[src/rtl/xform4_pkg.sv]
package xform4_pkg;

  typedef enum logic {
    OP_ADD = 1'b0,
    OP_SUB = 1'b1
  } addsub_op_e;

  // Word growth: one bit per adder layer, one more for the doubled term
  function automatic int sum_width(input int in_w);
    return in_w + 1;
  endfunction

  function automatic int coef_width(input int in_w);
    return in_w + 3;
  endfunction

endpackage

[src/rtl/xform4_addsub.sv]
module xform4_addsub
  import xform4_pkg::*;
#(
  parameter int         A_W     = 16,
  parameter int         B_W     = 16,
  parameter int         B_SHIFT = 0,
  parameter int         R_W     = 17,
  parameter addsub_op_e OP      = OP_ADD
) (
  input  logic [A_W-1:0] a,
  input  logic [B_W-1:0] b,
  output logic [R_W-1:0] r
);

  localparam int AEXT = R_W - A_W;
  localparam int BEXT = R_W - B_W;

  logic signed [R_W-1:0] a_x;
  logic signed [R_W-1:0] b_e;
  logic signed [R_W-1:0] b_x;

  assign a_x = {{AEXT{a[A_W-1]}}, a};
  assign b_e = {{BEXT{b[B_W-1]}}, b};
  assign b_x = b_e <<< B_SHIFT;

  generate
    if (OP == OP_SUB) begin : g_sub
      assign r = a_x - b_x;
    end else begin : g_add
      assign r = a_x + b_x;
    end
  endgenerate

endmodule

[src/rtl/xform4_prefold.sv]
module xform4_prefold
  import xform4_pkg::*;
#(
  parameter int IN_W = 16,
  parameter int S_W  = 17
) (
  input  logic [IN_W-1:0] x0,
  input  logic [IN_W-1:0] x1,
  input  logic [IN_W-1:0] x2,
  input  logic [IN_W-1:0] x3,
  output logic [S_W-1:0]  s03,
  output logic [S_W-1:0]  d03,
  output logic [S_W-1:0]  s12,
  output logic [S_W-1:0]  d12
);

  // Outer pair
  xform4_addsub #(.A_W(IN_W), .B_W(IN_W), .B_SHIFT(0), .R_W(S_W), .OP(OP_ADD))
    u_s03 (.a(x0), .b(x3), .r(s03));
  xform4_addsub #(.A_W(IN_W), .B_W(IN_W), .B_SHIFT(0), .R_W(S_W), .OP(OP_SUB))
    u_d03 (.a(x0), .b(x3), .r(d03));

  // Inner pair
  xform4_addsub #(.A_W(IN_W), .B_W(IN_W), .B_SHIFT(0), .R_W(S_W), .OP(OP_ADD))
    u_s12 (.a(x1), .b(x2), .r(s12));
  xform4_addsub #(.A_W(IN_W), .B_W(IN_W), .B_SHIFT(0), .R_W(S_W), .OP(OP_SUB))
    u_d12 (.a(x1), .b(x2), .r(d12));

endmodule

[src/rtl/xform4_combine.sv]
module xform4_combine
  import xform4_pkg::*;
#(
  parameter int S_W = 17,
  parameter int C_W = 19
) (
  input  logic [S_W-1:0] s03,
  input  logic [S_W-1:0] d03,
  input  logic [S_W-1:0] s12,
  input  logic [S_W-1:0] d12,
  output logic [C_W-1:0] c0,
  output logic [C_W-1:0] c1,
  output logic [C_W-1:0] c2,
  output logic [C_W-1:0] c3
);

  // Even rows: sum and difference of the two pair sums
  xform4_addsub #(.A_W(S_W), .B_W(S_W), .B_SHIFT(0), .R_W(C_W), .OP(OP_ADD))
    u_c0 (.a(s03), .b(s12), .r(c0));
  xform4_addsub #(.A_W(S_W), .B_W(S_W), .B_SHIFT(0), .R_W(C_W), .OP(OP_SUB))
    u_c2 (.a(s03), .b(s12), .r(c2));

  // Odd rows: weight two is one left shift of the second operand
  xform4_addsub #(.A_W(S_W), .B_W(S_W), .B_SHIFT(1), .R_W(C_W), .OP(OP_ADD))
    u_c1 (.a(d12), .b(d03), .r(c1));
  xform4_addsub #(.A_W(S_W), .B_W(S_W), .B_SHIFT(1), .R_W(C_W), .OP(OP_SUB))
    u_c3 (.a(d03), .b(d12), .r(c3));

endmodule

[src/rtl/xform4_holdreg.sv]
module xform4_holdreg #(
  parameter int W = 76
) (
  input  logic         clk,
  input  logic         rst_n,
  input  logic         in_valid,
  output logic         in_ready,
  input  logic [W-1:0] in_data,
  output logic         out_valid,
  input  logic         out_ready,
  output logic [W-1:0] out_data
);

  logic         vld_q;
  logic [W-1:0] dat_q;

  assign in_ready  = !vld_q || out_ready;
  assign out_valid = vld_q;
  assign out_data  = dat_q;

  always_ff @(posedge clk or negedge rst_n) begin
    if (!rst_n) begin
      vld_q <= 1'b0;
      dat_q <= '0;
    end else if (in_ready) begin
      vld_q <= in_valid;
      if (in_valid) dat_q <= in_data;
    end
  end

  assert_accept_R6: assert property (@(posedge clk) disable iff (!rst_n)
    (in_valid && in_ready) |=> out_valid);

  assert_stall_R7: assert property (@(posedge clk) disable iff (!rst_n)
    (out_valid && !out_ready) |=> (out_valid && $stable(out_data)));

  assert_drain_R10: assert property (@(posedge clk) disable iff (!rst_n)
    (out_valid && out_ready && !in_valid) |=> !out_valid);

endmodule

[src/rtl/xform4_butterfly.sv]
module xform4_butterfly
  import xform4_pkg::*;
#(
  parameter int IN_W = 16
) (
  input  logic            clk,
  input  logic            rst_n,
  input  logic            in_valid,
  output logic            in_ready,
  input  logic [IN_W-1:0] x0,
  input  logic [IN_W-1:0] x1,
  input  logic [IN_W-1:0] x2,
  input  logic [IN_W-1:0] x3,
  output logic            out_valid,
  input  logic            out_ready,
  output logic [IN_W+2:0] y0,
  output logic [IN_W+2:0] y1,
  output logic [IN_W+2:0] y2,
  output logic [IN_W+2:0] y3
);

  localparam int S_W   = sum_width(IN_W);
  localparam int C_W   = coef_width(IN_W);
  localparam int PKT_W = 4 * C_W;

  logic [S_W-1:0]   s03, d03, s12, d12;
  logic [C_W-1:0]   c0, c1, c2, c3;
  logic [PKT_W-1:0] pkt_in, pkt_out;

  xform4_prefold #(.IN_W(IN_W), .S_W(S_W)) u_prefold (
    .x0(x0), .x1(x1), .x2(x2), .x3(x3),
    .s03(s03), .d03(d03), .s12(s12), .d12(d12)
  );

  xform4_combine #(.S_W(S_W), .C_W(C_W)) u_combine (
    .s03(s03), .d03(d03), .s12(s12), .d12(d12),
    .c0(c0), .c1(c1), .c2(c2), .c3(c3)
  );

  assign pkt_in = {c3, c2, c1, c0};

  xform4_holdreg #(.W(PKT_W)) u_hold (
    .clk(clk), .rst_n(rst_n),
    .in_valid(in_valid), .in_ready(in_ready), .in_data(pkt_in),
    .out_valid(out_valid), .out_ready(out_ready), .out_data(pkt_out)
  );

  assign y0 = pkt_out[0*C_W +: C_W];
  assign y1 = pkt_out[1*C_W +: C_W];
  assign y2 = pkt_out[2*C_W +: C_W];
  assign y3 = pkt_out[3*C_W +: C_W];

  // Direct weighted sums, for the checks only
  logic signed [C_W-1:0] xe0, xe1, xe2, xe3;
  logic signed [C_W-1:0] dir0, dir1, dir2, dir3;

  assign xe0 = {{(C_W-IN_W){x0[IN_W-1]}}, x0};
  assign xe1 = {{(C_W-IN_W){x1[IN_W-1]}}, x1};
  assign xe2 = {{(C_W-IN_W){x2[IN_W-1]}}, x2};
  assign xe3 = {{(C_W-IN_W){x3[IN_W-1]}}, x3};

  assign dir0 = xe0 + xe1 + xe2 + xe3;
  assign dir1 = 2 * xe0 + xe1 - xe2 - 2 * xe3;
  assign dir2 = xe0 - xe1 - xe2 + xe3;
  assign dir3 = xe0 - 2 * xe1 + 2 * xe2 - xe3;

  assert_row0_R1: assert property (@(posedge clk) disable iff (!rst_n)
    (in_valid && in_ready) |=> (y0 == $past(dir0)));

  assert_row1_R2: assert property (@(posedge clk) disable iff (!rst_n)
    (in_valid && in_ready) |=> (y1 == $past(dir1)));

  assert_row2_R3: assert property (@(posedge clk) disable iff (!rst_n)
    (in_valid && in_ready) |=> (y2 == $past(dir2)));

  assert_row3_R4: assert property (@(posedge clk) disable iff (!rst_n)
    (in_valid && in_ready) |=> (y3 == $past(dir3)));

  always_comb begin
    if (!rst_n) begin
      assert_reset_R9: assert (!out_valid && y0 == '0 && y1 == '0 && y2 == '0 && y3 == '0);
    end
  end

endmodule

[config.mk]
export PLATFORM = sky130hd
export DESIGN_NAME = xform4_butterfly
export DESIGN_NICKNAME = d
export VERILOG_FILES = /design/src/rtl/xform4_pkg.sv /design/src/rtl/xform4_addsub.sv /design/src/rtl/xform4_prefold.sv /design/src/rtl/xform4_combine.sv /design/src/rtl/xform4_holdreg.sv /design/src/rtl/xform4_butterfly.sv
export SDC_FILE = /design/constraint.sdc
export NUM_CORES = 1
export LEC_CHECK = 0
export BUFFER_PORTS_ARGS = -buffer_cell sky130_fd_sc_hd__buf_2
export CORE_ASPECT_RATIO = 1.75
export CORE_MARGIN = 2
export CORE_UTILIZATION = 39
export CTS_CLUSTER_SIZE = 28
export DETAILED_ROUTE_END_ITERATION = 10
export GPL_TIMING_DRIVEN = 0
export PLACE_DENSITY = 0.66
export SYNTH_ARGS = -nofsm -noshare
export SYNTH_HDL_FRONTEND = slang
export SYNTH_SLANG_ARGS = --single-unit
[constraint.sdc]
create_clock -name clk -period 2.3 [get_ports clk]
set_clock_uncertainty 0.2 [all_clocks]
set_input_delay 0.345 -clock clk [delete_from_list [all_inputs] [get_ports clk]]
set_output_delay 0.345 -clock clk [all_outputs]
set_load 0.02 [all_outputs]
==> results of run 1 <==
-- state kept, by name (all words and copies together) (netlist names) --
signal	cells
u_hold.out_valid	1
u_hold.out_data	73
-- worst register-to-register path: stages, from the launching register on --
cell	delay, ns
dfrtp_1	0.34
nand2b_1	0.10
nand2_1	0.13
clkbuf_8	0.19
clkbuf_1	0.47
clkbuf_1	0.52
nand2_1	0.11
o21ai_1	0.11
-- synth_stat cells, types with 5 or more instances --
| cell | n | area, µm² |
|---|---|---|
| ha_1 | 127 | 1590 |
| nand2_1 | 111 | 417 |
| inv_1 | 106 | 398 |
| o21ai_0 | 89 | 445 |
| xnor2_1 | 77 | 674 |
| dfrtp_1 | 74 | 1850 |
| nor2_1 | 72 | 270 |
| a21oi_1 | 69 | 345 |
| nor3_1 | 25 | 125 |
| xor2_1 | 25 | 219 |
| nor2b_1 | 22 | 138 |
| clkbuf_1 | 21 | 78.8 |
| o21bai_1 | 19 | 143 |
| nand2b_1 | 14 | 87.6 |
| o21a_1 | 12 | 90.1 |
| o21ai_1 | 12 | 60.1 |
| or3_1 | 11 | 68.8 |
| nor3b_1 | 10 | 75.1 |
| o31ai_1 | 10 | 75.1 |
| fa_1 | 8 | 160 |
| a211oi_1 | 7 | 52.6 |
| a21o_1 | 7 | 52.6 |
| a31oi_1 | 7 | 43.8 |
| nand3_1 | 7 | 35.0 |
| a221o_1 | 5 | 50.1 |
| and2_1 | 5 | 31.3 |
| buf_2 | 5 | 25.0 |
| buf_4 | 5 | 37.5 |
-- kinds of logic (layout without fill, tap and decap cells) --
kind of cell / Yosys count / in the layout / share of synthesized area
AOI/OAI and AO/OA: 298 / 298 / 0.230
xor gates and xnor gates: 105 / 105 / 0.110
adders and majority gates: 136 / 136 / 0.206
buffers and inverters: 142 / 429 / 0.0684
DFF: 74 / 74 / 0.216
muxes: 3 / 3 / 0.00365
other: 0 / 1 / 0
and+or+nand+nor: 298 / 298 / 0.165
-- power groups by stage --
| stage | logic, W | registers (W) | clock network, W |
|---|---|---|---|
| final | 0.00993 | 0.00224 | 0.00147 |
| after global routing | 0.0106 | 0.00230 | 0.00153 |
| after CTS | 0.00877 | 0.00224 | 0.00147 |
| after detailed placement | 0.00698 | 0.00226 | 0 |
| after global placement | 0.00689 | 0.00225 | 0 |
| after floorplan | 0.00436 | 0.00292 | 0 |
-- worst min-delay path by stage --
stage	startpoint	end	slack [ns]	depth (start not counted)
2_1_floorplan	rst_n	u_hold.out_data[0]$_DFFE_PN0P_	-0.15	0
3_3_place_gp	u_hold.out_data[20]$_DFFE_PN0P_	u_hold.out_data[20]$_DFFE_PN0P_	0.25	2
3_5_place_dp	rst_n	u_hold.out_data[22]$_DFFE_PN0P_	0.14	1
4_1_cts	in_valid	u_hold.out_valid$_DFFE_PN0N_	0.02	2
5_1_grt	in_valid	u_hold.out_valid$_DFFE_PN0N_	0.02	2
6_report	in_valid	u_hold.out_valid$_DFFE_PN0N_	0.02	2
-- per-stage QoR --
stage	hold slack [ns]	utilization
2_1_floorplan	-0.151	-
3_3_place_gp	0.255	0.478
3_5_place_dp	0.143	0.479
4_1_cts	0.0206	0.573
5_1_grt	0.0214	0.616
6_report	0.0180	0.616
-- layout make-up --
| class | count | area (µm²) | share of cell area |
|---|---|---|---|
| inverters | 108 | 455 | 0.0344 |
| flip-flops and latches | 74 | 1850 | 0.140 |
| clock inverters | 4 | 50.0 | 0.00378 |
| plain buffers | 28 | 161 | 0.0122 |
| multi-input cells | 840 | 8140 | 0.615 |
| clock buffers | 12 | 256 | 0.0194 |
| diodes | 1 | 2.50 | 0.000189 |
| well taps | 292 | 365 | 0.0276 |
| repair buffers | 277 | 1960 | 0.148 |
-- metal layers --
layer | track usage | routed length [µm]
met1 | 0.237 | 10400
met2 | 0.478 | 16500
met3 | 0.0223 | 756
met4 | 0.174 | 2670
met5 | 0 | 0
-- timing repair --
item | 4_1_cts | 5_1_grt
hold buffers | 1 | 0
pin swaps | 142 | 145
buffers inserted | 93 | 56
cloned | 0 | 0
hold endpoints to repair | 35 | 0
setup endpoints to repair | 60 | 68
resized for setup | 206 | 146
==> results by group, run 1 <==
Status
  • Status: finished, violations left
  • Violated checks: negative setup slack

Detailed routing
  • Post-route DRC: 0
  • Routed len/inst: 18.5 µm
  • Total routed wirelength: 30,300 µm
  • Remaining antenna violation count: 0
  • 1st-pass router iterations: 6
  • First DRT Iteration DRCs: 380
  • Vias: 8,841
  • Vias per cell: 5.40

Logic synthesis
  • Post-synth EDFFs: 0
  • Synth unique cells: 87
  • Synth warn: 0
  • Syn Inst Count: 1,056
  • Synth Cell Area: 8560 µm²
  • Syn Area/Cell: 8.10 µm²
  • Part of the Yosys area used for sequential elements: 0.216
  • Syn_nets: 1,259
  • Post-synth ARST share: 1.00
  • Seq cells post-synth: 74
  • Post-synth top flop: dfrtp_1

Clocking
  • CTS tree: done
  • # clock sinks: 74
  • H-tree level count: 3
  • CTS Root Cell: clkbuf_16
  • Inserted Clock Buffers: 9
  • Clock Pin Slew Worst Setup and Hold Paths: 0.06 ns
  • Longest Clk Path Bufs: 2
  • Clk Latency, worst-skew pair: 0.34 ns

STA
  • Final setup viols: 59
  • Worst slew pin tran: 0.926 ns
  • Relative slew slack: 0.378
  • PnR worst setup slack: -1.70 ns
  • Max-slew violations: 0
  • Tmin final: 4.00 ns
  • F_max: 250 MHz
  • Final hold vios: 0
  • Unrepaired setup endpoints after global routing: true
  • Setup_tns: -60.61 ns
  • Final period util: 1.74

Pwr
  • Leak pwr: 6.02 nW
  • Share of power burned in registers: 0.165
  • Combinational power share: 0.728
  • Clk network pwr share: 0.108
  • Power Density: 1030 nW/µm²
  • Worst IR Drop VDD: 0.653 mV
  • Tot Pwr: 0.0136 W
  • Switching share of power: 0.460
  • P_sw: 0.00627 W
  • P_int: 0.00737 W

Placement
  • Port Buffers: 145
  • Pre-CTS setup slack: -2.40 ns
  • Placer Congestion: 0.904
  • Post-Place Cells: 1,494
  • Cell Area, Placed: 10,300 µm²
  • HPWL after DPL: 21,800 µm

Setup path
  • Beginning of the critical path: x0[0]
  • R2R setup slack: 0.07 ns
  • Crit Path Category: in2reg
  • CP Capture Type: flop
  • CP top delay family: compound AO/OA/AOI/OAI gates
  • Reg2reg start: u_hold.out_valid$_DFFE_PN0N_
  • RR Endpoint: u_hold.out_data[52]$_DFFE_PN0P_
  • CP Launch Type: input pin
  • Levels on crit path: 20
  • CP max stage delay: 0.44 ns
  • Crit path buf inv count: 3
  • Cells on worst reg2reg path: 7
  • Crit path to: u_hold.out_data[74]$_DFFE_PN0P_
  • Crit path DAT: 4.00 ns
  • Slowest CP cell: a311o_2
  • Worst path cell trace: buf_12, inv_12, ha_4, buf_4, nor2b_4, o31a_1, nor2_1, nor2_1, nor2_2, xnor2_2, ha_4, o21ai_4, a21oi_2, a311o_2, o31a_4, a221o_1, a31oi_4, o311ai_2, xnor2_1, o21ai_1
  • Max Fanout on Critical Path: 3
  • Critical Path RT: 2.30 ns

Floorplan
  • Die Y: 200 µm
  • Row count: 71
  • Core Box Area: 21,500 µm²
  • I/O pins: 146
  • Initial Utilization: 0.398
  • Die Span X: 116 µm
  • Die area: 23,200 µm²

Finish
  • Commonest non-fill, non-tap cells in the layout: 134 x buf_2, 109 x nand2_1, 104 x buf_4
  • Final Cell Area: 13,200 µm²
  • Share of cells above drive strength 1: 0.459
  • Post-Layout Cell Count: 1,636
  • Filler cell count: 1,764
  • Layout net count: 1,541
  • Area Growth Syn to Fin: 54.8%
  • Commonest non-fill, non-tap cell in the layout: buf_2

GRT
  • Number of global-route vias before repair: 8,731
  • First-pass GRT wire length: 43,900 µm
  • All-Layer GR Usage: 0.247
  • Largest net degree at the start of global routing: 40
  • Grt total ovfl: 0
  • Initial antenna violation count: 1

Worst hold path
  • Hold Crit Class: in2reg

Run
  • Max-cap viol count: 0
Power figures use the tool's default switching activity.
==> inputs of run 2 (changes only) <==
--- a/config.mk
+++ b/config.mk
@@ -13,6 +13,7 @@
 export DETAILED_ROUTE_END_ITERATION = 10
 export GPL_TIMING_DRIVEN = 0
 export PLACE_DENSITY = 0.66
+export SKIP_CTS_REPAIR_TIMING = 1
 export SYNTH_ARGS = -nofsm -noshare
 export SYNTH_HDL_FRONTEND = slang
 export SYNTH_SLANG_ARGS = --single-unit
==> run 2 against run 1 <==
- the run still ends with negative setup slack left
- global-route usage is 2.3 points lower
- die area stayed put
- register-to-register slack worse by 0.04 ns
- maximum frequency is 0.66% lower
- largest power group unchanged
==> results by group, run 2 (synthesis gave the netlist of run 1 again) <==
Status
  • Status: finished, violations left
  • Violated checks: negative setup slack

STA
  • Final setup viols: 55
  • Unrepaired setup endpoints after global routing: true
  • PnR worst setup slack: -1.73 ns
  • Relative slew slack: 0.382
  • Final period util: 1.75
  • Worst slew pin tran: 0.920 ns
  • F_max: 248 MHz
  • Max-slew violations: 0
  • Final hold vios: 0
  • Setup_tns: -54.53 ns
  • Tmin final: 4.03 ns
  • Hold_ws: 0.0228 ns

GRT
  • First-pass GRT wire length: 39,700 µm
  • Largest net degree at the start of global routing: 40
  • Grt total ovfl: 0
  • All-Layer GR Usage: 0.224
  • Initial antenna violation count: 0
  • Number of global-route vias before repair: 7,758

Placement
  • Pre-CTS setup slack: -2.40 ns
  • Placer Congestion: 0.904
  • Port Buffers: 145
  • HPWL after DPL: 21,800 µm

Worst hold path
  • Hold Crit Class: in2reg
  • Min-Delay Path Depth: 2

Setup path
  • Crit path DAT: 4.03 ns
  • CP max stage delay: 0.43 ns
  • CP Launch Type: input pin
  • Worst path cell trace: buf_12, inv_12, ha_4, fa_2, nor2b_4, o31a_1, o21a_1, nor2_2, xnor2_2, buf_4, ha_4, o21ai_4, a21oi_2, a311o_2, o31a_4, a221o_1, a31oi_4, o311ai_4, xnor2_1, o21ai_1
  • Critical Path RT: 2.30 ns
  • CP Capture Type: flop
  • Max Fanout on Critical Path: 4
  • Most used cell along the critical path: ha_4
  • Slowest CP cell: a311o_2
  • Cells on worst reg2reg path: 7
  • Crit Path Category: in2reg

Detailed routing
  • First DRT Iteration DRCs: 288
  • Total routed wirelength: 29,000 µm
  • Met3 Routed Length: 921 µm
  • Post-route DRC: 0
  • Remaining antenna violation count: 0
  • WL met2: 16,100 µm
  • WL met1: 9930 µm
  • Vias per cell: 5.40
  • Routed len/inst: 18.3 µm
  • Highest metal used: met4
  • 1st-pass router iterations: 5
  • Vias: 8,564

Finish
  • Commonest non-fill, non-tap cell in the layout: buf_2
  • Area Growth Syn to Fin: 49.9%
  • Max FFs per register: 73
  • Layout net count: 1,491
  • Commonest non-fill, non-tap cells in the layout: 139 x buf_2, 109 x nand2_1, 79 x ha_1
  • Fin util: 0.597
  • Ant. Diodes: 0
  • Share of cells above drive strength 1: 0.445

Floorplan
  • Die area: 23,200 µm²
  • Core Box Area: 21,500 µm²
  • Die Y: 200 µm
  • Die Span X: 116 µm
  • Initial Utilization: 0.398
  • Row count: 71
  • I/O pins: 146

Clocking
  • CTS tree: done
  • Longest Clk Path Bufs: 2
  • H-tree level count: 3
  • # clock sinks: 74
  • Clock Pin Slew Worst Setup and Hold Paths: 0.06 ns
  • Clk Latency, worst-skew pair: 0.34 ns
  • CTS Root Cell: clkbuf_16
  • Inserted Clock Buffers: 9

Pwr
  • Worst IR Drop VDD: 0.672 mV
  • Power Density: 1030 nW/µm²
  • Leak pwr: 5.82 nW
  • Tot Pwr: 0.0132 W

Run
  • Max-cap viol count: 0
[run 2: final cells by class]
class	count	area (µm²)
Fill cell	1847	8670
Multi-Input combinational cell	840	8180
Sequential cell	74	1850
Timing Repair Buffer	226	1490
Inverter	108	459
Tap cell	292	365
Clock buffer	12	256
Buffer	29	184
Clock inverter	4	50.0
[run 2: worst paths after layout]
check,from,end,slack (ns)
min reg2reg,u_hold.out_data[20]$_DFFE_PN0P_,u_hold.out_data[20]$_DFFE_PN0P_,0.27
min,in_valid,u_hold.out_valid$_DFFE_PN0N_,0.02
max in group asynchronous,rst_n,u_hold.out_data[64]$_DFFE_PN0P_,1.00
max,x0[0],u_hold.out_data[74]$_DFFE_PN0P_,-1.73
min in group asynchronous,rst_n,u_hold.out_data[27]$_DFFE_PN0P_,0.32
max reg2reg,u_hold.out_valid$_DFFE_PN0N_,u_hold.out_data[46]$_DFFE_PN0P_,0.03
[run 2: power breakdown]
part	internal (W)	total (W)	leakage, nW	switching [W]
registers	0.00189	0.00224	0.909	0.000355
clock network	0.000898	0.00147	0.145	0.000570
logic	0.00431	0.00953	4.76	0.00522
total	0.00709	0.0132	5.82	0.00614
[run 2: critical path, delay by kind of cell]
family                   cells  cell delay (ns)
AO/OA/AOI/OAI               10             2.22
buffers and inverters        3             0.31
XOR/XNOR                     2             0.33
AND/OR/NAND/NOR              2             0.18
adder cells (fa/ha/maj)      3             0.63
[run 2: metrics by stage]
stage	cells	area, µm²
6_report	1585	12800
4_1_cts	1510	10600
3_3_place_gp	1493	10300
2_1_floorplan	1056	9180
3_5_place_dp	1494	10300
5_1_grt	1585	12800
[run 2: routing by layer]
metal  up-vias  global-route usage
li1       4100                   -
met3        87              0.0175
met4         0               0.101
met5         -                   0
met1      4117               0.222
met2       260               0.457
